$ cat src/rtl/fls_pkg.sv
// Shared gate-code type and leg bit positions for the four-leg sequencer.
// Assumes a code of four upper-gate bits with the neutral leg as MSB.
package fls_pkg;
    typedef logic [3:0] gate_code_t;

    localparam int LEG_SF = 3;
    localparam int LEG_SA = 2;
    localparam int LEG_SB = 1;
    localparam int LEG_SC = 0;

    localparam gate_code_t ZERO_VEC = 4'b0000;

    // True when two codes differ in exactly one leg.
    function automatic logic one_leg_apart(gate_code_t a, gate_code_t b);
        return ($countones(a ^ b) == 1);
    endfunction
endpackage

$ cat src/rtl/fls_tick_counter.sv
// Period tick counter: counts 0..PERIOD-1 and wraps.
// Exposes the next count so downstream logic can register outputs aligned
// with the count. Assumes PERIOD is even and at least 4.
module fls_tick_counter #(
    parameter int PERIOD = 64,
    parameter int CNT_W  = $clog2(PERIOD)
) (
    input  logic             clk,
    input  logic             rst_n,
    output logic [CNT_W-1:0] cnt_next,
    output logic             wrap
);
    localparam logic [CNT_W-1:0] LAST = CNT_W'(PERIOD - 1);

    logic [CNT_W-1:0] cnt_q;

    // Detect the final tick and form the following count.
    always_comb begin
        wrap     = (cnt_q == LAST);
        cnt_next = wrap ? '0 : cnt_q + CNT_W'(1);
    end

    // Hold the current tick within the period.
    always_ff @(posedge clk) begin
        if (!rst_n) cnt_q <= '0;
        else        cnt_q <= cnt_next;
    end


    cnt_range_chk: assert property (@(posedge clk) disable iff (!rst_n)
        cnt_q <= LAST);


    cnt_wrap_chk: assert property (@(posedge clk) disable iff (!rst_n)
        $past(rst_n) && ($past(cnt_q) == LAST) |-> (cnt_q == '0));


    cnt_step_chk: assert property (@(posedge clk) disable iff (!rst_n)
        $past(rst_n) && ($past(cnt_q) != LAST) |-> (cnt_q == $past(cnt_q) + CNT_W'(1)));
endmodule

$ cat src/rtl/fls_operand_latch.sv
// Shadow registers for the three vector codes and spans.
// Captures the inputs only when load is high (the period-start edge) and
// offers the value that will be held after the next edge.
module fls_operand_latch
    import fls_pkg::*;
#(
    parameter int SPAN_W = 6
) (
    input  logic              clk,
    input  logic              rst_n,
    input  logic              load,
    input  gate_code_t        code1_i,
    input  gate_code_t        code2_i,
    input  gate_code_t        code3_i,
    input  logic [SPAN_W-1:0] span1_i,
    input  logic [SPAN_W-1:0] span2_i,
    input  logic [SPAN_W-1:0] span3_i,
    output gate_code_t        code1_q,
    output gate_code_t        code2_q,
    output gate_code_t        code3_q,
    output logic [SPAN_W-1:0] span1_q,
    output logic [SPAN_W-1:0] span2_q,
    output logic [SPAN_W-1:0] span3_q,
    output gate_code_t        code1_n,
    output gate_code_t        code2_n,
    output gate_code_t        code3_n,
    output logic [SPAN_W-1:0] span1_n,
    output logic [SPAN_W-1:0] span2_n,
    output logic [SPAN_W-1:0] span3_n
);
    // Select between holding and taking new operands.
    always_comb begin
        code1_n = load ? code1_i : code1_q;
        code2_n = load ? code2_i : code2_q;
        code3_n = load ? code3_i : code3_q;
        span1_n = load ? span1_i : span1_q;
        span2_n = load ? span2_i : span2_q;
        span3_n = load ? span3_i : span3_q;
    end

    // Register the operands used by the running period.
    always_ff @(posedge clk) begin
        if (!rst_n) begin
            code1_q <= ZERO_VEC;
            code2_q <= ZERO_VEC;
            code3_q <= ZERO_VEC;
            span1_q <= '0;
            span2_q <= '0;
            span3_q <= '0;
        end else begin
            code1_q <= code1_n;
            code2_q <= code2_n;
            code3_q <= code3_n;
            span1_q <= span1_n;
            span2_q <= span2_n;
            span3_q <= span3_n;
        end
    end


    ops_hold_chk: assert property (@(posedge clk) disable iff (!rst_n)
        $past(rst_n) && !$past(load)
        |-> $stable({code1_q, code2_q, code3_q, span1_q, span2_q, span3_q}));
endmodule

$ cat src/rtl/fls_slot_decode.sv
// Maps a tick position to the gate code to apply.
// The tick is folded about the period centre. Fixed thresholds measured
// back from the centre give the centre vector priority, then the second,
// then the first; whatever is left is the zero vector.
// Purely combinational; assumes PERIOD is even.
module fls_slot_decode
    import fls_pkg::*;
#(
    parameter int PERIOD = 64,
    parameter int SPAN_W = 6,
    parameter int CNT_W  = $clog2(PERIOD)
) (
    input  logic [CNT_W-1:0]  pos,
    input  gate_code_t        code1,
    input  gate_code_t        code2,
    input  gate_code_t        code3,
    input  logic [SPAN_W-1:0] span1,
    input  logic [SPAN_W-1:0] span2,
    input  logic [SPAN_W-1:0] span3,
    output gate_code_t        code_o
);
    localparam int HALF = PERIOD / 2;
    localparam int TW   = ((CNT_W > SPAN_W) ? CNT_W : SPAN_W) + 3;

    logic [CNT_W-1:0]     fold;
    logic signed [TW-1:0] fold_s;
    logic signed [TW-1:0] edge1;
    logic signed [TW-1:0] edge2;
    logic signed [TW-1:0] edge3;

    // Fold the second half onto the first to get mirror symmetry.
    always_comb begin
        if (pos < CNT_W'(HALF)) fold = pos;
        else                    fold = CNT_W'(PERIOD - 1) - pos;
        fold_s = $signed(TW'(fold));
    end

    // Start of each vector's slot within the half period (may be negative).
    always_comb begin
        edge3 = $signed(TW'(HALF)) - $signed(TW'(span3));
        edge2 = edge3 - $signed(TW'(span2));
        edge1 = edge2 - $signed(TW'(span1));
    end

    // Pick the vector whose slot holds the folded tick.
    always_comb begin
        if (fold_s >= edge3)      code_o = code3;
        else if (fold_s >= edge2) code_o = code2;
        else if (fold_s >= edge1) code_o = code1;
        else                      code_o = ZERO_VEC;
    end
endmodule

$ cat src/rtl/fourleg_pwm_seq.sv
// Four-leg symmetric switching sequencer.
// Each period is zero vector, V1st, V2nd, centre, V2nd, V1st, zero vector,
// with the dwell of each vector taken from its half-span input. Operands
// are captured on the period-start edge. Gate outputs are registered from
// the next tick and next operands, so they change only on clock edges.
// Assumes an even PERIOD; no dead time or complements are produced here.
module fourleg_pwm_seq
    import fls_pkg::*;
#(
    parameter int PERIOD = 64,
    parameter int SPAN_W = $clog2(PERIOD / 2) + 1
) (
    input  logic              clk,
    input  logic              rst_n,
    input  logic [3:0]        vec1_code_i,
    input  logic [3:0]        vec2_code_i,
    input  logic [3:0]        vec3_code_i,
    input  logic [SPAN_W-1:0] vec1_span_i,
    input  logic [SPAN_W-1:0] vec2_span_i,
    input  logic [SPAN_W-1:0] vec3_span_i,
    output logic              gate_sa_o,
    output logic              gate_sb_o,
    output logic              gate_sc_o,
    output logic              gate_sf_o,
    output logic              period_start_o
);
    localparam int HALF  = PERIOD / 2;
    localparam int CNT_W = $clog2(PERIOD);
    localparam int SUM_W = SPAN_W + 2;

    logic [CNT_W-1:0]  cnt_next;
    logic              wrap;
    gate_code_t        c1_q, c2_q, c3_q, c1_n, c2_n, c3_n;
    logic [SPAN_W-1:0] s1_q, s2_q, s3_q, s1_n, s2_n, s3_n;
    gate_code_t        code_next;
    gate_code_t        gates_q;
    logic              start_q;

    fls_tick_counter #(.PERIOD(PERIOD), .CNT_W(CNT_W)) u_cnt (
        .clk      (clk),
        .rst_n    (rst_n),
        .cnt_next (cnt_next),
        .wrap     (wrap)
    );

    fls_operand_latch #(.SPAN_W(SPAN_W)) u_ops (
        .clk     (clk),
        .rst_n   (rst_n),
        .load    (wrap),
        .code1_i (vec1_code_i),
        .code2_i (vec2_code_i),
        .code3_i (vec3_code_i),
        .span1_i (vec1_span_i),
        .span2_i (vec2_span_i),
        .span3_i (vec3_span_i),
        .code1_q (c1_q),
        .code2_q (c2_q),
        .code3_q (c3_q),
        .span1_q (s1_q),
        .span2_q (s2_q),
        .span3_q (s3_q),
        .code1_n (c1_n),
        .code2_n (c2_n),
        .code3_n (c3_n),
        .span1_n (s1_n),
        .span2_n (s2_n),
        .span3_n (s3_n)
    );

    fls_slot_decode #(.PERIOD(PERIOD), .SPAN_W(SPAN_W), .CNT_W(CNT_W)) u_dec (
        .pos    (cnt_next),
        .code1  (c1_n),
        .code2  (c2_n),
        .code3  (c3_n),
        .span1  (s1_n),
        .span2  (s2_n),
        .span3  (s3_n),
        .code_o (code_next)
    );

    // Register the gate pattern and the period-start marker together.
    always_ff @(posedge clk) begin
        if (!rst_n) begin
            gates_q <= ZERO_VEC;
            start_q <= 1'b1;
        end else begin
            gates_q <= code_next;
            start_q <= (cnt_next == '0);
        end
    end

    // Drive each leg pin from its bit of the code.
    always_comb begin
        gate_sf_o      = gates_q[LEG_SF];
        gate_sa_o      = gates_q[LEG_SA];
        gate_sb_o      = gates_q[LEG_SB];
        gate_sc_o      = gates_q[LEG_SC];
        period_start_o = start_q;
    end

    // Assertion helpers: span total and chain shape of the held operands.
    logic [SUM_W-1:0] span_sum;
    logic             chain_ok;
    always_comb begin
        span_sum = SUM_W'(s1_q) + SUM_W'(s2_q) + SUM_W'(s3_q);
        chain_ok = one_leg_apart(ZERO_VEC, c1_q) && one_leg_apart(c1_q, c2_q)
                && one_leg_apart(c2_q, c3_q)
                && (s1_q != '0) && (s2_q != '0) && (s3_q != '0);
    end


    gate_member_chk: assert property (@(posedge clk) disable iff (!rst_n)
        (gates_q == ZERO_VEC) || (gates_q == c1_q) || (gates_q == c2_q) || (gates_q == c3_q));


    one_leg_chk: assert property (@(posedge clk) disable iff (!rst_n)
        chain_ok && !start_q |-> ($countones(gates_q ^ $past(gates_q)) <= 1));


    start_zero_chk: assert property (@(posedge clk) disable iff (!rst_n)
        start_q && (span_sum < SUM_W'(HALF)) |-> (gates_q == ZERO_VEC));
endmodule

$ cat config.mk
export PLATFORM = sky130hd
export DESIGN_NAME = fourleg_pwm_seq
export DESIGN_NICKNAME = d
export VERILOG_FILES = /design/src/rtl/fls_pkg.sv /design/src/rtl/fls_tick_counter.sv /design/src/rtl/fls_operand_latch.sv /design/src/rtl/fls_slot_decode.sv /design/src/rtl/fourleg_pwm_seq.sv
export SDC_FILE = /design/constraint.sdc
export NUM_CORES = 1
export LEC_CHECK = 0
export CORE_ASPECT_RATIO = 0.6
export CORE_MARGIN = 1
export CORE_UTILIZATION = 32
export CTS_CLUSTER_SIZE = 24
export DETAILED_ROUTE_END_ITERATION = 6
export GPL_TIMING_DRIVEN = 0
export PLACE_DENSITY_LB_ADDON = 0.3
export SETUP_SLACK_MARGIN = 0.4
export SKIP_CTS_REPAIR_TIMING = 1
export SYNTH_ARGS = -nofsm -noshare
export SYNTH_HDL_FRONTEND = slang
export SYNTH_HIERARCHICAL = 1
export SYNTH_SLANG_ARGS = --single-unit
$ cat constraint.sdc
create_clock -name clk -period 7.4 [get_ports clk]
set_input_delay 1.48 -clock clk [delete_from_list [all_inputs] [get_ports clk]]
set_output_delay 1.48 -clock clk [all_outputs]
set_load 0.01 [all_outputs]
**After elaboration in Yosys (flattened, before gate mapping)**

Cells that the tools add are included.
Widths: inputs -> output; s select.

- Bits in registers: 41
- Output and inout port bits: 5

- Multiplexer cells: 11
- Add/subtract/negate cells: 5
- Reductions and logical operators: 1
- $lt $le $gt $ge: 4
- Equal/unequal tests: 1

Operators by type and width:

| operator | count |
|---|---|
| $mux 6 | 5 |
| $ge 7x9->1 | 3 |
| $mux 4 | 6 |
| $sub 9x7->9 | 2 |
| $sub 6x6->7 const A | 1 |
| $add 6x1->6 const B | 1 |
| $eq 6x6->1 const B | 1 |
| $logic_not 6->1 | 1 |
| $lt 6x6->1 const B | 1 |
| $sub 6x6->6 const A | 1 |

**Depth between registers and ports, before layout**

Gate-level depths: netlist of the first run.

- Word-level depth: 9
- Gate-level depth with buffers: 24
- Gate-level depth less buffers: 23

**Modules after synthesis**

The synthesis of the first run kept the hierarchy.

By module, submodules not included:

| module | cells each | area an instance (um^2) | instances |
|---|---|---|---|
| fls_operand_latch | 96 | 1,291.2 | 1 |
| fls_slot_decode | 174 | 1,260.0 | 1 |
| fls_tick_counter | 29 | 251.5 | 1 |
| fourleg_pwm_seq | 11 | 145.1 | 1 |

**Least setup slack after synthesis of the first run**

No wires, ideal clock.

- Kind: input -> register
- Start point: input port vec3_span_i[2]
- End point: register gates_q[0]
- Setup slack: 2,381 ps
- Stages: 16
- Required time: 7,341 ps
- Setup time: 59 ps
- Arrival: 4,960 ps
- Buffers on the path: 1
- Cells stage by stage: mux2_4 nor3_1 nor3b_1 xnor2_1 inv_1 ha_1 clkbuf_1 or3_1 o32ai_1 nor2_1 ha_1 nor4b_1 o32ai_1 maj3_1 o41ai_1 and2_1

- Word-level cells in the longest chain between the ends: 8

Ends and longest elaborated chain:

| element | RTL line | RTL |
|---|---|---|
| start: declaration | fourleg_pwm_seq.sv:20 | `input logic [SPAN_W-1:0] vec3_span_i,` |
| $mux 6 (*) | fls_operand_latch.sv:38 | `span3_n = load ? span3_i : span3_q;` |
| $sub 6x6->7 (*) | fls_slot_decode.sv:40 | `edge3 = $signed(TW'(HALF)) - $signed(TW'(span3));` |
| $sub 9x7->9 | fls_slot_decode.sv:41 | `edge2 = edge3 - $signed(TW'(span2));` |
| $sub 9x7->9 | fls_slot_decode.sv:42 | `edge1 = edge2 - $signed(TW'(span1));` |
| $ge 7x9->1 | fls_slot_decode.sv:49 | `else if (fold_s >= edge1) code_o = code1;` |
| $mux 4 | fls_slot_decode.sv:49 |  |
| $mux 4 | fls_slot_decode.sv:48 | `else if (fold_s >= edge2) code_o = code2;` |
| $mux 4 (*) | fls_slot_decode.sv:47 | `if (fold_s >= edge3) code_o = code3;` |
| net code_next[0] | fourleg_pwm_seq.sv:35 | `gate_code_t code_next;` |
| end signal: assignment | fourleg_pwm_seq.sv:87 | `gates_q <= code_next;` |
| end: declaration | fourleg_pwm_seq.sv:36 | `gate_code_t gates_q;` |

Mark *: on every way through the listed nets, which the timed path passes. The rest lies on a longest branch.
A chain may end at the register's enable or synchronous reset.

**Worst setup path in the final report of the first run**

- Start point: register u_cnt.cnt_q[0]
- End point: register gates_q[3]

- Word-level cells in the longest chain between the ends: 9

Ends and longest elaborated chain:

| element | RTL line | RTL |
|---|---|---|
| start: declaration | fls_tick_counter.sv:15 | `logic [CNT_W-1:0] cnt_q;` |
| start signal: assignment | fls_tick_counter.sv:26 | `else cnt_q <= cnt_next;` |
| $eq 6x6->1 (*) | fls_tick_counter.sv:19 | `wrap = (cnt_q == LAST);` |
| net wrap | fourleg_pwm_seq.sv:32 | `logic wrap;` |
| $mux 6 (*) | fls_operand_latch.sv:38 |  |
| net s3_n[2] | fourleg_pwm_seq.sv:34 | `logic [SPAN_W-1:0] s1_q, s2_q, s3_q, s1_n, s2_n, s3_n;` |
| $sub 6x6->7 (*) | fls_slot_decode.sv:40 |  |
| $sub 9x7->9 | fls_slot_decode.sv:41 |  |
| $sub 9x7->9 | fls_slot_decode.sv:42 |  |
| $ge 7x9->1 | fls_slot_decode.sv:49 |  |
| $mux 4 | fls_slot_decode.sv:49 |  |
| $mux 4 | fls_slot_decode.sv:48 |  |
| $mux 4 (*) | fls_slot_decode.sv:47 |  |
| net code_next[3] | fourleg_pwm_seq.sv:35 |  |

Marked as above.

==> run metrics, run 1 <==
status finished, final reports clean; routability cong. 0.8282; final hold viol count 0; fin. max-slew vios 0; area grow syn2layout 21.82%; syn_area_per_cell ~9.5 um^2; clock-pin transition on the worst setup and hold timing paths 0.06 ns; Cell variety after synth 45; total grt overflow 0; Hold WC Path Type register to register; Die X around 130 um; largest net degree at the start of global routing 14; Fin Setup TNS 0 ns; Tot Pwr between 400 and 500 uW; CP Capture Type register; worst path required time between 7 and 8 ns; Fin Hold WS ~0.5 ns; crit-path most repeated cell ha_1; First-pass DRT Iterations 4; Post-synth EDFFs 0; Sink Count approximately 40; DIE AREA about 0.0096 mm^2; Yosys reg bits between 40 and 50; ANT cells 0; Max VDD drop 70.01 uV; Die Ht around 76 um; Iteration-0 DRC Markers 95; # port buffers 36; initial antenna violation count 0; Remaining DRCs 0; clk_skew ~0.0040 ns; clock latency on the worst-skew pair 0.29 ns; Detailed Place HPWL just under 5000 um; RSZ-0062 raised after global routing no; Routed WL between 6000 and 7000 um; setup violators final 0; vias per cell ~4.8; R2R Path Start u_cnt/cnt_q[0]; max cap viols 0; crit-path max FO 10; Ys Warns 6; P_leak ~1.5 nW; post-route minimum period a little under 6 ns; CP startpoint u_cnt/cnt_q[0]; Cells after Synth just over 300; Initial Util about a third; TritonCTS clock tree done; Largest delay share family, worst path simple AND/OR/NAND/NOR gates; share of the synthesized area in the top cell type approximately 28%; Filler Cells Inserted approximately 880; Rows 26; Main synth FF type dfxtp_1; CP bufs+invs 3; Synth area leader dfxtp_1; Pwr per Cell Area between 100 and 150 mW/mm^2; crit-path cells ha_1 > nand3_1 > nor2_1 > buf_6 > mux2_4 > nor3_1 > nor3b_1 > xnor2_1 > inv_1 > ha_1 > clkbuf_1 > or3_1 > o32ai_1 > nor2_1 > ha_1 > nor4b_1 > o32ai_1 > maj3_1 > o41ai_1 > and2_1; Worst path slowest cell nor2_1; Total GRT Usage 14.42%; multi-input logic area a little under 0.002 mm^2; via count 2252; Tcrit/Tclk final about four fifths; slowest stage delay, CP 0.51 ns; CP Class register to register; Core ar. 0.008718 mm^2; sequential area share after synthesis between 20 and 30%; Async SR Flop Fraction 0%; Num CTS Buffers 5; Post-Syn Area roughly 0.003 mm^2; H-Tree Depth 2; final net count between 400 and 500; min-delay src u_cnt/cnt_q[0]; Post-synth top cells dfxtp_1 (41), and2_1 (34), inv_1 (32); storage element area 820.8 um^2; dominant cells by area after synthesis dfxtp_1 (28%), mux2_4 (15%), ha_1 (12%); Least-Margin Pin Slew approximately 0.66 ns; clock root buffer clkbuf_16; startpoint type of the worst setup path register; fmax 0.1685 GHz; Avg WL per Cell 13.69 um; WP data arrival 6.17 ns; I/O pins 37; Slew headroom 55.60%; Max Root-Sink Buffers 2; number of global-route vias before repair ~2200; first-pass GRT wire length 10860 um; share of cells above drive strength 1 15.25%; DRT antenna net count 0; most common cell in the netlist dfxtp_1; Net Count, Synth approximately 370
==> power by group <==
group	leakage [nW]	internal [mW]	switching, mW
logic	1.08	0.0287	0.0227
registers	0.331	0.223	0.00175
clock network	0.0696	0.124	0.0920
total	1.48	0.375	0.116
==> cells by family after synthesis <==
kind of cell / Yosys count / synth area share [%]
fa+ha+maj: 32 / 14.01
flops: 41 / 27.84
compound gates: 51 / 12.52
simple gates: 98 / 19.40
buf+inv: 43 / 6.494
xor+xnor: 15 / 4.457
mux: 30 / 15.28
==> final cells by class <==
class | instances | area share [%]
Buffer | 11 | 1.986
Tap cell | 112 | 3.902
Clock inverter | 3 | 0.4878
Timing Repair Buffer | 36 | 10.03
Sequential cell | 41 | 22.86
Clock buffer | 5 | 3.484
Inverter | 32 | 3.345
Multi-Input combinational cell | 226 | 53.90
==> registers in the layout (all words and copies together) (netlist names) <==
name,flops
u_cnt/cnt_q,6
period_start_o,1
u_ops/span1_q,6
u_ops/span3_q,6
u_ops/span2_q,6
u_ops/code3_q,4
gates_q,4
u_ops/code2_q,4
u_ops/code1_q,4
==> layer usage <==
metal / wire length, um / up-vias / global-route usage [%]
li1: - / 1160 / -
met1: 3613 / 1055 / 21.39
met2: 2480 / 30 / 20.33
met3: 214 / 7 / 3.511
met4: 72 / 0 / 3.976
met5: 0 / - / 0
==> worst paths after layout <==
path	end	slack, ns	cells after the start
max	gates_q[3]	1.47	20
min	u_cnt/cnt_q[0]	0.51	1
max reg2reg	gates_q[3]	1.47	20
min reg2reg	u_cnt/cnt_q[0]	0.51	1
==> per-stage QoR <==
step | util, % | setup slack [ns] | std cells | area (um^2)
2_1_floorplan | - | 2.381 | 310 | 2948
3_3_place_gp | 39.55 | 1.485 | 458 | 3448
3_5_place_dp | 39.55 | 1.311 | 458 | 3448
4_1_cts | 41.19 | 1.530 | 466 | 3591
5_1_grt | 41.19 | 1.091 | 466 | 3591
6_report | 41.19 | 1.466 | 466 | 3591
==> cell usage in the layout, fill, tap and decap left out, types with 8 or more instances in the layout <==
master,instances
dfxtp_1,41
clkdlybuf4s50_1,36
and2_1,34
inv_1,32
mux2_4,30
ha_1,29
nand2_1,14
nor2_1,12
a21oi_1,10
nand3_1,8
xnor2_1,8
==> worst reg2reg max path, stage by stage (launching register included) <==
cell      delay (ns)
dfxtp_1         0.41
ha_1            0.24
nand3_1         0.14
nor2_1          0.51
buf_6           0.27
mux2_4          0.36
nor3_1          0.35
nor3b_1         0.30
xnor2_1         0.29
inv_1           0.09
ha_1            0.28
clkbuf_1        0.21
or3_1           0.36
o32ai_1         0.19
nor2_1          0.10
ha_1            0.33
nor4b_1         0.36
o32ai_1         0.17
maj3_1          0.44
o41ai_1         0.32
and2_1          0.17
No activity file was read; power rests on OpenSTA's default activity.
==> run 2, diff against run 1 <==
- clock period: 7.4 -> 5.13 ns (I/O delays scaled with it)
==> run 2 against run 1 <==
Against the previous run: non-clock buffer count is 28 higher; hold slack better by 0.026 ns; sequential power up 45%; clock power is 45% higher; clock-buffer cell count stayed put; power rose by 46%; die area unchanged; largest cell class unchanged; via count up 7.1%; sequential share of layout area decreased by 3.2 points; first-iteration DRC count shrank 13%; global-route usage about the same.
==> run metrics, run 2 (synthesis results as in run 1) <==
Detailed Place HPWL 5072 um (+2.4%); clock root buffer clkbuf_16; CP startpoint u_cnt/cnt_q[0]; I/O pins 37 (unchanged); post-route minimum period 4.686 ns (-1.248 ns); P_leak 1.767 nW (+19%); Sink Count 41 (unchanged); CP endpoint gates_q[3]; Core ar. 0.008718 mm^2 (unchanged); Num CTS Buffers 5 (unchanged); WP data arrival 4.92 ns (-1.25 ns); initial antenna violation count 0 (unchanged); max cap viols 0 (unchanged); Max Used Layer met4; DIE AREA 0.009613 mm^2 (unchanged); Rows 26 (unchanged); Filler Cells Inserted 814 (-7.0%); DR WL met2 3134 um (+26%); crit-path max FO 5 (-5); DRT antenna net count 0 (unchanged); final net count 444 (+6.7%); multi-input logic area 0.002277 mm^2 (+18%); CP Class register to register; Least-Margin Pin Slew 0.6580 ns (-0.001063 ns); storage element area 828.3 um^2 (+0.91%); most frequent cells in the layout dfxtp_1 (39), and2_1 (34), clkdlybuf4s50_1 (33), mux2_4 (30), inv_1 (28); Total GRT Usage 14.44% (+0.017 points); clock latency on the worst-skew pair 0.29 ns (about the same); Iteration-0 DRC Markers 83 (-13%); Slew headroom 55.67% (+0.072 points); Fin Hold WS 0.5360 ns (+0.02599 ns); Remaining DRCs 0 (unchanged); Tcrit/Tclk final 91.34% (+11 points); Worst path slowest cell fa_2; Comb pwr share 11.4% (+1.0 points); TritonCTS clock tree done; vias per cell 4.883 (+1.0%); routability cong. 0.8206 (-0.92%); share of cells above drive strength 1 33.77% (+19 points); Max VDD drop 118.4 uV (+69%); Die Ht 76.35 um (unchanged); # port buffers 36 (unchanged); ANT cells 0 (unchanged); setup violators final 0 (unchanged); clock share of power 43.5% (-0.4 points); final hold viol count 0 (unchanged); largest net degree at the start of global routing 14 (unchanged); clock-pin transition on the worst setup and hold timing paths 0.06 ns (about the same); Critical R2R Capture gates_q[3]; Met3 Wirelength 301 um (+41%); Int Pwr 545.9 uW (+46%); most common cell after layout, fill and taps aside dfxtp_1; worst path required time 5.36 ns (-2.28 ns); Pwr per Cell Area 171.0 mW/mm^2 (+25%); switching share of power 24.07% (+0.39 points); Routed WL 7109 um (+11%); Max Root-Sink Buffers 2 (unchanged); Die X 125.9 um (unchanged); slowest stage delay, CP 0.40 ns (-0.11 ns); via count 2412 (+7.1%); area grow syn2layout 42.61%; fmax 0.2134 GHz (+27%); Avg WL per Cell 14.39 um (+5.1%); startpoint type of the worst setup path register; crit-path cells ha_4 > nand3_4 > nor2_4 > buf_12 > mux2_4 > inv_4 > ha_4 > inv_4 > fa_2 > buf_6 > xnor2_4 > ha_4 > nor2b_1 > o21a_1 > or3_4 > nand2_4 > ha_4 > nand2_2 > a21oi_2 > o32ai_2 > maj3_2 > o41ai_2 > and2_1; first-pass GRT wire length 10890 um (+0.26%); fin. max-slew vios 0 (unchanged); H-Tree Depth 2 (unchanged); CP Capture Type register; Reg2Reg Depth 23 (+15%); First-pass DRT Iterations 4 (unchanged); CP bufs+invs 4 (+1); number of global-route vias before repair 2278 (+2.8%); clk_skew 0.004094 ns (+0.0001401 ns); RSZ-0062 raised after global routing yes; Tot Pwr 719.0 uW (+46%); Largest delay share family, worst path adder cells; met1 wire length 3611 um (about the same); Flop pwr share 45.1% (-0.6 points); Sw Pwr 173.1 uW (+49%); CP Depth 23 (+15%); status finished, final reports clean; worst hold stages 2 (+1); R2R setup slack 0.44 ns (-1.02 ns); Initial Util 33.81% (unchanged); R2R Path Start u_cnt/cnt_q[0]; crit-path most repeated cell ha_4; total grt overflow 0 (unchanged); Hold WC Path Type register to register
## run 2: worst min path at each step
| stage | from | end | slack [ns] |
|---|---|---|---|
| final | u_cnt/cnt_q[5] | u_cnt/cnt_q[5] | 0.54 |
| after floorplan | u_cnt/cnt_q[0] | u_cnt/cnt_q[0] | 0.45 |
| after detailed placement | u_cnt/cnt_q[0] | u_cnt/cnt_q[0] | 0.49 |
| after CTS | u_cnt/cnt_q[0] | u_cnt/cnt_q[0] | 0.50 |
| after global routing | u_cnt/cnt_q[5] | u_cnt/cnt_q[5] | 0.57 |
| after global placement | u_cnt/cnt_q[0] | u_cnt/cnt_q[0] | 0.48 |
## run 2: layout make-up
cell class	instances	share of cell area [%]
clock buffer	5	2.976
tap	112	3.333
timing repair buffer	64	14.26
clock inverter	3	0.4167
inverter	32	3.036
multi-input combinational	226	54.17
sequential	41	19.70
buffer	11	2.113
## run 2: per-stage QoR
step | setup TNS (ns) | setup slack [ns] | utilization [%] | area [um^2] | cells
floorplan | 0 | 0.4483 | - | 2960 | 310
global placement | -1.244 | -0.3182 | 39.70 | 3461 | 458
detailed placement | -1.630 | -0.4159 | 39.70 | 3461 | 458
CTS | -1.488 | -0.3757 | 41.33 | 3603 | 466
global route | 0 | 0.2505 | 48.22 | 4204 | 494
finish | 0 | 0.4442 | 48.22 | 4204 | 494
## run 2: tightest hold or removal path, cell delays in order (launching register included)
cell      delay [ns]
dfxtp_1         0.32
o21ai_0         0.10
a21boi_1        0.07
## run 2: power groups by stage
stage | Clock, mW | Sequential [mW] | Combinational [mW]
floorplan | 0 | 0.331 | 0.0355
global placement | 0 | 0.331 | 0.0726
detailed placement | 0 | 0.331 | 0.0740
CTS | 0.320 | 0.324 | 0.0747
global route | 0.335 | 0.325 | 0.0901
finish | 0.313 | 0.325 | 0.0819
## run 2: metal layers
metal  up-vias  global-route usage, %
li1       1224                      -
met2        46                  21.77
met3         7                  3.722
met1      1135                  20.19
met5         -                      0
met4         0                  3.976
